$ cat src/rtl/pgwalk_pkg.sv
// Shared entry format constants and state/fault encodings for the walker.
// Assumes 64-bit table entries; bit positions are fixed by the entry format.
package pgwalk_pkg;
    localparam int PTE_W       = 64;
    localparam int PTE_P       = 0;
    localparam int PTE_ACC     = 5;
    localparam int PTE_DIRTY   = 6;
    localparam int PTE_BIG     = 7;
    localparam int PTE_BIG_RSV = 13;
    localparam int PTE_RSV_LO  = 36;
    localparam int PTE_RSV_HI  = 51;
    localparam int PTE_XD      = 63;
    localparam int ENT_SH      = 3;

    typedef enum logic [1:0] {
        FLT_NONE   = 2'd0,
        FLT_ABSENT = 2'd1,
        FLT_RSVD   = 2'd2
    } flt_e;

    typedef enum logic [1:0] {
        ST_IDLE  = 2'd0,
        ST_READ  = 2'd1,
        ST_WRITE = 2'd2
    } st_e;
endpackage

$ cat src/rtl/pgwalk_addr_gen.sv
// Entry address generator: selects the per-level index from the virtual page
// number and forms the byte address of the entry inside the current table.
// Assumes tables are page aligned and entries are 8 bytes wide.
module pgwalk_addr_gen
    import pgwalk_pkg::*;
#(
    parameter int PA_W     = 36,
    parameter int PG_SHIFT = 12,
    parameter int IDX_W    = 9,
    parameter int LVL_MAX  = 5,
    parameter int LVL_W    = 3,
    parameter int VPN_W    = 45
) (
    input  logic [VPN_W-1:0]         vpn,
    input  logic [LVL_W-1:0]         level,
    input  logic [PA_W-PG_SHIFT-1:0] frame,
    output logic [PA_W-1:0]          ent_addr
);
    logic [IDX_W-1:0] idx_tbl [LVL_MAX];
    logic [IDX_W-1:0] idx_sel;

    // one index slice per level
    for (genvar g = 0; g < LVL_MAX; g++) begin : g_slice
        assign idx_tbl[g] = vpn[g*IDX_W +: IDX_W];
    end

    // pick the slice for the current level
    always_comb begin
        idx_sel = '0;
        for (int k = 0; k < LVL_MAX; k++) begin
            if (level == LVL_W'(k + 1)) idx_sel = idx_tbl[k];
        end
    end

    // table base plus scaled index
    always_comb begin
        ent_addr = {frame, {PG_SHIFT{1'b0}}} | (PA_W'(idx_sel) << ENT_SH);
    end
endmodule

$ cat src/rtl/pgwalk_entry_chk.sv
// Entry classifier: decides presence, reserved-bit faults, leaf status,
// the accessed/dirty update and the translated address for one entry.
// Assumes level 2 is the only level where a large page may end the walk.
module pgwalk_entry_chk
    import pgwalk_pkg::*;
#(
    parameter int PA_W     = 36,
    parameter int PG_SHIFT = 12,
    parameter int IDX_W    = 9,
    parameter int LVL_W    = 3
) (
    input  logic [PTE_W-1:0]          entry,
    input  logic [LVL_W-1:0]          level,
    input  logic                      nx_en,
    input  logic                      is_write,
    input  logic [PG_SHIFT+IDX_W-1:0] va_off,
    output logic [1:0]                fault_kind,
    output logic                      leaf,
    output logic [PTE_W-1:0]          upd_entry,
    output logic                      wb_need,
    output logic [PA_W-PG_SHIFT-1:0]  next_frame,
    output logic [PA_W-1:0]           leaf_paddr
);
    localparam int BIG_SH = PG_SHIFT + IDX_W;

    logic present;
    logic big;
    logic rsv;
    logic at_l2;

    // classify the entry
    always_comb begin
        at_l2   = (level == LVL_W'(2));
        present = entry[PTE_P];
        big     = at_l2 && entry[PTE_BIG];
        rsv     = entry[PTE_RSV_HI] | entry[PTE_RSV_LO]
                | (big & entry[PTE_BIG_RSV])
                | (~nx_en & entry[PTE_XD]);
        leaf    = (level == LVL_W'(1)) || big;
    end

    // fault code, absence first
    always_comb begin
        if (!present)  fault_kind = FLT_ABSENT;
        else if (rsv)  fault_kind = FLT_RSVD;
        else           fault_kind = FLT_NONE;
    end

    // accessed/dirty update, applied only to a clean entry
    always_comb begin
        upd_entry = entry;
        if (present && !rsv) begin
            if (leaf) begin
                upd_entry[PTE_ACC] = 1'b1;
                if (is_write) upd_entry[PTE_DIRTY] = 1'b1;
            end else if (at_l2) begin
                upd_entry[PTE_ACC] = 1'b1;
            end
        end
        wb_need = (upd_entry != entry);
    end

    // next table frame and leaf physical address
    always_comb begin
        next_frame = entry[PA_W-1:PG_SHIFT];
        if (big) leaf_paddr = {entry[PA_W-1:BIG_SH], va_off[BIG_SH-1:0]};
        else     leaf_paddr = {entry[PA_W-1:PG_SHIFT], va_off[PG_SHIFT-1:0]};
    end
endmodule

$ cat src/rtl/pgwalk_ctrl.sv
// Walk sequencer: accepts a request, issues one read per level, a write-back
// when the classifier asks for one, and registers the final result.
// Assumes mem_rdata is valid in the cycle where mem_valid and mem_ready meet.
module pgwalk_ctrl
    import pgwalk_pkg::*;
#(
    parameter int PA_W     = 36,
    parameter int PG_SHIFT = 12,
    parameter int LVL_MAX  = 5,
    parameter int LVL_W    = 3,
    parameter int VA_W     = 57
) (
    input  logic                      clk,
    input  logic                      rst_n,
    input  logic                      req_valid,
    output logic                      req_ready,
    input  logic [VA_W-1:0]           req_vaddr,
    input  logic                      req_write,
    input  logic                      cfg_five_level,
    input  logic                      cfg_nx_en,
    input  logic [PA_W-PG_SHIFT-1:0]  root_frame,
    input  logic                      mem_ready,
    input  logic [PTE_W-1:0]          mem_rdata,
    output logic                      mem_valid,
    output logic                      mem_we,
    output logic [PTE_W-1:0]          mem_wdata,
    input  logic [1:0]                c_fault,
    input  logic                      c_leaf,
    input  logic [PTE_W-1:0]          c_upd,
    input  logic                      c_wb,
    input  logic [PA_W-PG_SHIFT-1:0]  c_next_frame,
    input  logic [PA_W-1:0]           c_paddr,
    output logic [LVL_W-1:0]          cur_level,
    output logic [PA_W-PG_SHIFT-1:0]  cur_frame,
    output logic [VA_W-1:0]           cur_va,
    output logic                      cur_nx,
    output logic                      cur_write,
    output logic                      done,
    output logic [1:0]                res_fault_kind,
    output logic [LVL_W-1:0]          res_level,
    output logic [PTE_W-1:0]          res_entry,
    output logic [PA_W-1:0]           res_paddr
);
    st_e                     state_q;
    logic [PTE_W-1:0]        wbuf_q;
    logic                    leaf_q;
    logic [PA_W-PG_SHIFT-1:0] nfrm_q;
    logic [PA_W-1:0]         pa_q;

    // handshake outputs follow the state
    always_comb begin
        req_ready = (state_q == ST_IDLE);
        mem_valid = (state_q != ST_IDLE);
        mem_we    = (state_q == ST_WRITE);
        mem_wdata = wbuf_q;
    end

    // walk sequencing and result capture
    always_ff @(posedge clk) begin
        if (!rst_n) begin
            state_q        <= ST_IDLE;
            cur_level      <= '0;
            cur_frame      <= '0;
            cur_va         <= '0;
            cur_nx         <= 1'b0;
            cur_write      <= 1'b0;
            wbuf_q         <= '0;
            leaf_q         <= 1'b0;
            nfrm_q         <= '0;
            pa_q           <= '0;
            done           <= 1'b0;
            res_fault_kind <= FLT_NONE;
            res_level      <= '0;
            res_entry      <= '0;
            res_paddr      <= '0;
        end else begin
            done <= 1'b0;
            unique case (state_q)
                ST_IDLE: begin
                    if (req_valid) begin
                        cur_va    <= req_vaddr;
                        cur_write <= req_write;
                        cur_nx    <= cfg_nx_en;
                        cur_frame <= root_frame;
                        cur_level <= cfg_five_level ? LVL_W'(LVL_MAX) : LVL_W'(LVL_MAX - 1);
                        state_q   <= ST_READ;
                    end
                end
                ST_READ: begin
                    if (mem_ready) begin
                        if (c_fault != FLT_NONE) begin
                            state_q        <= ST_IDLE;
                            done           <= 1'b1;
                            res_fault_kind <= c_fault;
                            res_level      <= cur_level;
                            res_entry      <= mem_rdata;
                            res_paddr      <= '0;
                        end else if (c_wb) begin
                            wbuf_q  <= c_upd;
                            leaf_q  <= c_leaf;
                            nfrm_q  <= c_next_frame;
                            pa_q    <= c_paddr;
                            state_q <= ST_WRITE;
                        end else if (c_leaf) begin
                            state_q        <= ST_IDLE;
                            done           <= 1'b1;
                            res_fault_kind <= FLT_NONE;
                            res_level      <= cur_level;
                            res_entry      <= mem_rdata;
                            res_paddr      <= c_paddr;
                        end else begin
                            cur_frame <= c_next_frame;
                            cur_level <= cur_level - LVL_W'(1);
                        end
                    end
                end
                ST_WRITE: begin
                    if (mem_ready) begin
                        if (leaf_q) begin
                            state_q        <= ST_IDLE;
                            done           <= 1'b1;
                            res_fault_kind <= FLT_NONE;
                            res_level      <= cur_level;
                            res_entry      <= wbuf_q;
                            res_paddr      <= pa_q;
                        end else begin
                            cur_frame <= nfrm_q;
                            cur_level <= cur_level - LVL_W'(1);
                            state_q   <= ST_READ;
                        end
                    end
                end
                default: state_q <= ST_IDLE;
            endcase
        end
    end
endmodule

$ cat src/rtl/pgwalk_top.sv
// Page table walker top: wires the sequencer, the entry address generator
// and the entry classifier. One memory transaction is in flight at a time.
// Assumes the memory port returns read data with its ready signal.
module pgwalk_top
    import pgwalk_pkg::*;
#(
    parameter int PA_W     = 36,
    parameter int PG_SHIFT = 12,
    parameter int IDX_W    = 9,
    parameter int LVL_MAX  = 5,
    localparam int VA_W    = PG_SHIFT + IDX_W * LVL_MAX,
    localparam int LVL_W   = $clog2(LVL_MAX + 1),
    localparam int FRM_W   = PA_W - PG_SHIFT
) (
    input  logic              clk,
    input  logic              rst_n,
    input  logic              req_valid,
    output logic              req_ready,
    input  logic [VA_W-1:0]   req_vaddr,
    input  logic              req_write,
    input  logic              cfg_five_level,
    input  logic              cfg_nx_en,
    input  logic [FRM_W-1:0]  root_frame,
    output logic              mem_valid,
    input  logic              mem_ready,
    output logic              mem_we,
    output logic [PA_W-1:0]   mem_addr,
    output logic [63:0]       mem_wdata,
    input  logic [63:0]       mem_rdata,
    output logic              done,
    output logic [1:0]        res_fault_kind,
    output logic [LVL_W-1:0]  res_level,
    output logic [63:0]       res_entry,
    output logic [PA_W-1:0]   res_paddr
);
    localparam int OFF_W = PG_SHIFT + IDX_W;
    localparam int VPN_W = VA_W - PG_SHIFT;

    logic [LVL_W-1:0] cur_level;
    logic [FRM_W-1:0] cur_frame;
    logic [VA_W-1:0]  cur_va;
    logic             cur_nx;
    logic             cur_write;
    logic [1:0]       c_fault;
    logic             c_leaf;
    logic [63:0]      c_upd;
    logic             c_wb;
    logic [FRM_W-1:0] c_next_frame;
    logic [PA_W-1:0]  c_paddr;

    pgwalk_ctrl #(
        .PA_W(PA_W), .PG_SHIFT(PG_SHIFT), .LVL_MAX(LVL_MAX),
        .LVL_W(LVL_W), .VA_W(VA_W)
    ) u_ctrl (
        .clk(clk), .rst_n(rst_n),
        .req_valid(req_valid), .req_ready(req_ready),
        .req_vaddr(req_vaddr), .req_write(req_write),
        .cfg_five_level(cfg_five_level), .cfg_nx_en(cfg_nx_en),
        .root_frame(root_frame),
        .mem_ready(mem_ready), .mem_rdata(mem_rdata),
        .mem_valid(mem_valid), .mem_we(mem_we), .mem_wdata(mem_wdata),
        .c_fault(c_fault), .c_leaf(c_leaf), .c_upd(c_upd), .c_wb(c_wb),
        .c_next_frame(c_next_frame), .c_paddr(c_paddr),
        .cur_level(cur_level), .cur_frame(cur_frame), .cur_va(cur_va),
        .cur_nx(cur_nx), .cur_write(cur_write),
        .done(done), .res_fault_kind(res_fault_kind), .res_level(res_level),
        .res_entry(res_entry), .res_paddr(res_paddr)
    );

    pgwalk_addr_gen #(
        .PA_W(PA_W), .PG_SHIFT(PG_SHIFT), .IDX_W(IDX_W),
        .LVL_MAX(LVL_MAX), .LVL_W(LVL_W), .VPN_W(VPN_W)
    ) u_addr (
        .vpn(cur_va[VA_W-1:PG_SHIFT]), .level(cur_level),
        .frame(cur_frame), .ent_addr(mem_addr)
    );

    pgwalk_entry_chk #(
        .PA_W(PA_W), .PG_SHIFT(PG_SHIFT), .IDX_W(IDX_W), .LVL_W(LVL_W)
    ) u_chk (
        .entry(mem_rdata), .level(cur_level), .nx_en(cur_nx),
        .is_write(cur_write), .va_off(cur_va[OFF_W-1:0]),
        .fault_kind(c_fault), .leaf(c_leaf), .upd_entry(c_upd),
        .wb_need(c_wb), .next_frame(c_next_frame), .leaf_paddr(c_paddr)
    );
endmodule

$ cat config.mk
export PLATFORM = sky130hd
export DESIGN_NAME = pgwalk_top
export DESIGN_NICKNAME = d
export VERILOG_FILES = /design/src/rtl/pgwalk_pkg.sv /design/src/rtl/pgwalk_addr_gen.sv /design/src/rtl/pgwalk_entry_chk.sv /design/src/rtl/pgwalk_ctrl.sv /design/src/rtl/pgwalk_top.sv
export SDC_FILE = /design/constraint.sdc
export NUM_CORES = 1
export LEC_CHECK = 0
export ABC_AREA = 0
export BUFFER_PORTS_ARGS = -buffer_cell sky130_fd_sc_hd__buf_2
export CAP_MARGIN = 5
export CORE_MARGIN = 5
export CORE_UTILIZATION = 35
export CTS_BUF_LIST = sky130_fd_sc_hd__clkbuf_4 sky130_fd_sc_hd__clkbuf_8 sky130_fd_sc_hd__clkbuf_16
export CTS_CLUSTER_DIAMETER = 40
export DETAILED_ROUTE_END_ITERATION = 16
export PLACE_DENSITY_LB_ADDON = 0.3
export SETUP_SLACK_MARGIN = 0.2
export SYNTH_ARGS = -nofsm -noshare
export SYNTH_HDL_FRONTEND = slang
export SYNTH_SLANG_ARGS = --single-unit
$ cat constraint.sdc
create_clock -name clk -period 2.19 [get_ports clk]
set_input_delay 0.219 -clock clk [delete_from_list [all_inputs] [get_ports clk]]
set_output_delay 0.219 -clock clk [all_outputs]
set_load 0.02 [all_outputs]
# ---- Yosys cells after proc, flatten, opt, wreduce, memory -nomap -nowiden
# Index checks and enable logic that the tools add are counted.
dict set report word_totals {
  elab_cells 129
  n_memories 0
  output_inout_bits 209
  rom_bits 0
  latch_bits 0
  register_bits 319
  ramBits 0
}
dict set report classes {
  mul 0
  muxes 72
  bitwise 8
  n_reduce_logical 14
  eq_ne 19
  shift 0
  n_addsub 1
  magnitude_cmp 0
  div 0
}
# cell n
set ops {}
lappend ops {{64-bit 2-to-1 mux} 6}
lappend ops {{36-bit 2-to-1 mux} 6}
lappend ops {{24-bit 2-to-1 mux} 7}
lappend ops {{64-bit one-hot mux with 2 select lines} 1}
lappend ops {{24-bit one-hot mux with 3 select lines} 1}
lappend ops {{36-bit one-hot mux with 2 select lines} 1}
lappend ops {{9-bit 2-to-1 mux} 5}
lappend ops {{3-bit 2-to-1 mux} 13}
lappend ops {{36-bit by 12-bit bitwise OR with 36-bit output} 1}
lappend ops {{2-bit 2-to-1 mux} 14}
lappend ops {{21-bit 2-to-1 mux} 1}
lappend ops {{2-bit != test (second input constant)} 7}
lappend ops {{1-bit 2-to-1 mux} 12}
lappend ops {{3-bit one-hot mux with 3 select lines} 1}
lappend ops {{4-bit AND reduction} 2}
lappend ops {{8-bit AND reduction} 1}
lappend ops {{3-bit by 2-bit == test with 1-bit output (second input constant)} 2}
lappend ops {{3-bit == test (second input constant)} 2}
lappend ops {{2-bit one-hot mux with 3 select lines} 1}
lappend ops {{3-bit one-hot mux with 2 select lines} 1}
lappend ops {{6-bit AND reduction} 1}
lappend ops {{2-bit nonzero test} 3}
lappend ops {{4-bit by 2-bit != test with 1-bit output (second input constant)} 1}
lappend ops {{2-bit one-hot mux with 2 select lines} 1}
lappend ops {{18 further kinds} 23}

# ---- Longest topological paths before layout
dict set report depth {
  word_depth 13
  ltp_mapped 9
  depth_no_buf 6
}

# ---- Modules after synthesis
# From an unflattened synthesis, not the netlist that was laid out.
dict set report unflattened {
  cells_unflattened 1744
  area_unflattened_um2 15072.0
}
# module area_each_um2 instances cells_each
set modules_own_cells {}
lappend modules_own_cells {pgwalk_ctrl 13307.8 1 1523}
lappend modules_own_cells {pgwalk_entry_chk 1099.8 1 140}
lappend modules_own_cells {pgwalk_addr_gen 664.4 1 81}

# ---- Worst setup path before layout
# No wires, ideal clock.
dict set report synth_path {
  kind {register to register}
  start {register u_ctrl.state_q[0]}
  end {register u_ctrl.res_paddr[16]}
  setup_ns 0.058
  t_required_ns 2.132
  period_less_slack_ns 2.182
  path_slack_ns 0.008
  stages_incl_launch_ff 10
  path_buffers 3
  arrival_time_ns 2.123
  path_cell_list {dfxtp_1 -> inv_1 -> ha_1 -> clkbuf_1 -> nor2_1 -> a21oi_1 -> buf_2 -> a211oi_1 -> buf_4 -> o221a_2}
}
dict set report synth_between {
  elab_chain_len 3
  word_cells_on_any_way 10
  classes_between {7 x eq/ne; 1 x mux; 2 x reduce/logical}
}
# element line
set synth_lines {}
lappend synth_lines {{start: declaration} pgwalk_ctrl.sv:44} ;# st_e state_q;
lappend synth_lines {{start signal: assignment} pgwalk_ctrl.sv:61} ;# state_q <= ST_IDLE;
lappend synth_lines {{start signal: assignment} pgwalk_ctrl.sv:86} ;# state_q <= ST_READ;
lappend synth_lines {{start signal: assignment} pgwalk_ctrl.sv:92} ;# state_q <= ST_IDLE;
lappend synth_lines {{2-bit == test (*)} --}
lappend synth_lines {{named net mem_we} pgwalk_top.sv:26} ;# output logic mem_we,
lappend synth_lines {{2-bit by 1-bit != test with 1-bit output (no source line), or another cell as far along} --}
lappend synth_lines {{6-bit AND reduction (no source line)} --}
lappend synth_lines {{end signal: assignment} pgwalk_ctrl.sv:110} ;# res_paddr <= c_paddr;
lappend synth_lines {{end signal: assignment} pgwalk_ctrl.sv:125} ;# res_paddr <= pa_q;
lappend synth_lines {{end: declaration} pgwalk_ctrl.sv:42} ;# output logic [PA_W-1:0] res_paddr
# Mark *: on every way through the listed nets, which the timed path passes. The rest lies on a longest branch.
# A chain may end at the register's enable or synchronous reset.

# ---- Final worst setup path
dict set report layout_path {
  start {register u_ctrl.cur_level[0]}
  end {register u_ctrl.wbuf_q[54] (netlist: u_ctrl.mem_wdata[54])}
}
dict set report layout_between {
  elab_chain_len 10
  word_cells_on_any_way 19
  classes_between {3 x eq/ne; 6 x mux; 4 x bitwise; 6 x reduce/logical}
}
# element line
set layout_lines {}
lappend layout_lines {{start: declaration} pgwalk_ctrl.sv:33} ;# output logic [LVL_W-1:0] cur_level,
lappend layout_lines {{start signal: assignment} pgwalk_ctrl.sv:85} ;# cur_level <= cfg_five_level ? LVL_W'(LVL_MAX) : LVL_W'(LVL_MAX - 1);
lappend layout_lines {{start signal: assignment} pgwalk_ctrl.sv:113} ;# cur_level <= cur_level - LVL_W'(1);
lappend layout_lines {{start signal: assignment} pgwalk_ctrl.sv:128} ;# cur_level <= cur_level - LVL_W'(1);
lappend layout_lines {{3-bit by 2-bit == test with 1-bit output} pgwalk_entry_chk.sv:33} ;# at_l2 = (level == LVL_W'(2));
lappend layout_lines {{1-bit logical AND} pgwalk_entry_chk.sv:35} ;# big = at_l2 && entry[PTE_BIG];
lappend layout_lines {{1-bit bitwise AND} pgwalk_entry_chk.sv:37} ;# | (big & entry[PTE_BIG_RSV])
lappend layout_lines {{1-bit bitwise OR} pgwalk_entry_chk.sv:37}
lappend layout_lines {{1-bit bitwise OR} pgwalk_entry_chk.sv:38} ;# | (~nx_en & entry[PTE_XD]);
lappend layout_lines {{1-bit zero test or 2-bit 2-to-1 mux (tied branches)} {pgwalk_entry_chk.sv:52, pgwalk_entry_chk.sv:45}}
lappend layout_lines {{1-bit logical AND or 2-bit 2-to-1 mux (tied branches)} {pgwalk_entry_chk.sv:52, pgwalk_entry_chk.sv:44}}
lappend layout_lines {{2-bit 2-to-1 mux or 2-bit nonzero test (tied branches)} {pgwalk_entry_chk.sv:52, pgwalk_ctrl.sv:91}}
lappend layout_lines {{2-bit != test or 1-bit NOT (tied branches)} --}
lappend layout_lines {{4-bit AND reduction (no source line) (*)} --}
lappend layout_lines {{end signal: assignment} pgwalk_ctrl.sv:99} ;# wbuf_q <= c_upd;
lappend layout_lines {{end: declaration} pgwalk_ctrl.sv:45} ;# logic [PTE_W-1:0] wbuf_q;
# Every way passes the cells marked *; elsewhere a longest branch is shown, timed or not.

==> results_dict.tcl <==
set metrics [dict create \
    outcome "finished, violations left" \
    violations "setup timing" \
    worst_hold_startpoint "cfg_five_level" \
    die-width_um 209 \
    io_buffers 357 \
    fin_nets 2316 \
    core_um2 38800 \
    drtAntennaViolNets 0 \
    hold_viol 0 \
    clk_latency_ps 570 \
    fin_util_pct 56.5 \
    drtIter0Drc 951 \
    grt_pass1_wl_um 85200 \
    leakage_nw 9.35 \
    critPathLaunchType "register" \
    drc 0 \
    gr-total-overflow 0 \
    synth_cell_types 55 \
    cts_root_buf "clkbuf_16" \
    period_minus_slack_ps 2320 \
    path_clk_slew_ps 60 \
    rsz0062_at_grt "true" \
    crit_path_cell_trace "inv_4 > ha_4 > buf_6 > and4b_2 > or4_4 > buf_12 > clkbuf_16 > o31ai_4 > a21oi_2" \
    layout_setup_ws_ps -125 \
    die-area_um2 43500 \
    hold_path.class "in2reg" \
    crit_fanout 6 \
    synth-seq-cells 280 \
    htree_levels 2 \
    endpoint_kind "register" \
    post_drt_wl_per_cell_um 21.3 \
    syn_inst 1646 \
    worstReg2RegStart "u_ctrl.cur_level[0]$_SDFFE_PN0P_" \
    cts_buffers 52 \
    worst_pin_slew_ps 699 \
    fin_hold_ws_ps 70.6 \
    ys_dominant_reg_cell "dfxtp_1" \
    row_count 72 \
    skew_ps 17.8 \
    max_freq_ghz 0.432 \
    initial_core_util_pct 35.5 \
    synth_area_um2 13800 \
    drt_wl_total_um 57900 \
    synth_edf_count 0 \
    netlist_top_cells_area "dfxtp_1 41%, nand2_1 10%, mux2i_1 9.6%, a21oi_1 5.9%, o31ai_1 3.9%" \
    ys_warn_count 0 \
    ys_async_sr_fraction_pct 0 \
    synth_top_area_share_pct 40.6 \
    setup_viol 163 \
    place_congestion 0.833 \
    antenna_found_initial 3 \
    fillCellCount 3294 \
    fin_crit_sh_pct 106 \
    cts_tree "built" \
    slew_violations 0 \
    synth.avg_cell_area_um2 8.38 \
    ios 361 \
    r2r_setup_slack_ps -130 \
    dp_hpwl_um 33900 \
    power.total_w 0.0200 \
    final_layout_size_suffix_gt1_share_pct 36.7 \
    synth_top_area_cell "dfxtp_1" \
    cpPeakStageDelay_ps 580 \
    dieHeight_um 209 \
    synthToLayoutAreaGrowth_pct 59.2 \
    cpMaxStageDelayCell "or4_4" \
    critPathLaunch "u_ctrl.cur_level[0]$_SDFFE_PN0P_" \
    p_per_area_nw_per_um2 913 \
    synth_seq_area_share_pct 40.6 \
    crit_arrival_ps 2760 \
    cts.sinks 280 \
    path_class "reg2reg" \
    clockBufferDepth 3 \
    maxCapViolCount 0 \
    dp.cells 2400 \
    vias 14800 \
    globalRouteTotalUtil_pct 24.1 \
    slew_headroom_pct 53.3 \
    critPathRequiredTime_ps 2630 \
    grt_pass1_vias 14800 \
    grt_max_degree 107 \
    vias_per_cell 5.44 \
    final_cells 2714 \
    peakVddDrop_mv 0.525 \
    drtPass1Iterations 5 \
]
==> layout make-up <==
type	count	area, um^2	area share (%)
clock inverter	30	408	1.86
antenna	3	7.51	0.0342
sequential	280	5610	25.6
inverter	25	101	0.462
tap	518	648	2.95
timing repair buffer	647	5550	25.3
clock buffer	62	1440	6.55
multi-input combinational	1149	8190	37.3
==> synth_stat cells (all sizes together), types with 16 or more instances <==
cell,count
a211oi,19
a21oi,163
and2,23
buf,70
clkbuf,126
dfxtp,280
inv,24
mux2,48
mux2i,132
nand2,374
nand3,18
nand3b,37
nand4,73
o211ai,25
o21ai,29
o31ai,72
o41ai,16
==> critical path, delay by kind of cell, from the launching register on <==
| kind | cells | cell delay [ps] |
|---|---|---|
| AO/OA/AOI/OAI | 2 | 310 |
| adder cells (fa/ha/maj) | 1 | 170 |
| buffers and inverters | 4 | 520 |
| flip-flops | 1 | 370 |
| AND/OR/NAND/NOR | 2 | 810 |
==> cell usage in the layout, fill, tap and decap left out, types with 9 or more instances in the layout <==
master and instances:
o31ai_1 20, buf_16 15, a21oi_2 30, mux2_2 48, nand3_1 16, clkbuf_16 64, a221o_1 9, nand3b_1 37
o41ai_1 15, a211oi_2 17, o31ai_4 33, and2_1 22, buf_4 52, o31ai_2 19, buf_2 346, nor3_1 10
mux2i_1 128, nor4_1 12, inv_1 20, nand4_1 73, dfxtp_1 277, o221a_2 9, o211ai_1 25, buf_12 39
nand2_1 369, o21ai_0 28, buf_6 33, a21oi_1 132, dlygate4sd3_1 143, a2111o_1 9
==> worst paths after layout <==
kind,endpoint,depth (start not counted)
worst min-delay path,u_ctrl.cur_level[0]$_SDFFE_PN0P_,3
worst max register to register,u_ctrl.mem_wdata[54]$_SDFFE_PN0P_,9
worst max-delay path,u_ctrl.mem_wdata[54]$_SDFFE_PN0P_,9
worst min register to register,u_ctrl.res_fault_kind[0]$_SDFFE_PN0P_,2
==> timing repair <==
item | CTS | global route
resized for setup | 102 | 154
cloned | 19 | 14
endpoints found under the setup margin | 226 | 252
hold buffers | 143 | 0
setup buffers | 27 | 16
hold endpoints to repair | 145 | 0
pin swaps | 21 | 85
==> layer usage <==
layer,part of all wire (%),up-vias,track usage [%]
li1,-,6919,-
met1,42,7105,31.2
met2,46,609,39.0
met3,7.7,122,5.66
met4,3.5,0,9.38
met5,0,-,0
==> power by group <==
| group | switching [W] | internal, W |
|---|---|---|
| sequential | 0.000264 | 0.00555 |
| clock | 0.00286 | 0.00562 |
| combinational | 0.00317 | 0.00258 |
| total | 0.00629 | 0.0137 |
==> stage by stage <==
step                setup TNS [ps]  area [um^2]  setup WS [ps]
CTS                          -8890        20700           -113
detailed placement            -347        16200          -57.7
floorplan                        0        13900            195
global route                -21780        22000           -197
global placement                 0        16200           28.1
finish                       -7920        22000           -125
==> registers in the layout (all words and copies together) (netlist names), 3 cells and up <==
| name | count |
|---|---|
| u_ctrl.cur_frame | 24 |
| u_ctrl.mem_wdata | 41 |
| u_ctrl.nfrm_q | 9 |
| u_ctrl.cur_va | 57 |
| u_ctrl.res_level | 3 |
| u_ctrl.cur_level | 3 |
| u_ctrl.res_paddr | 36 |
| u_ctrl.pa_q | 35 |
| u_ctrl.res_entry | 64 |
==> kinds of logic after synthesis <==
family          Yosys count  share of synthesized area (%)
simple gates            580                           19.6
mux                     180                           13.5
compound gates          375                           17.8
other cells               1                         0.0272
flops                   280                           40.6
buf+inv                 221                           7.63
fa+ha+maj                 9                          0.817
No activity file was read; power rests on OpenSTA's default activity.
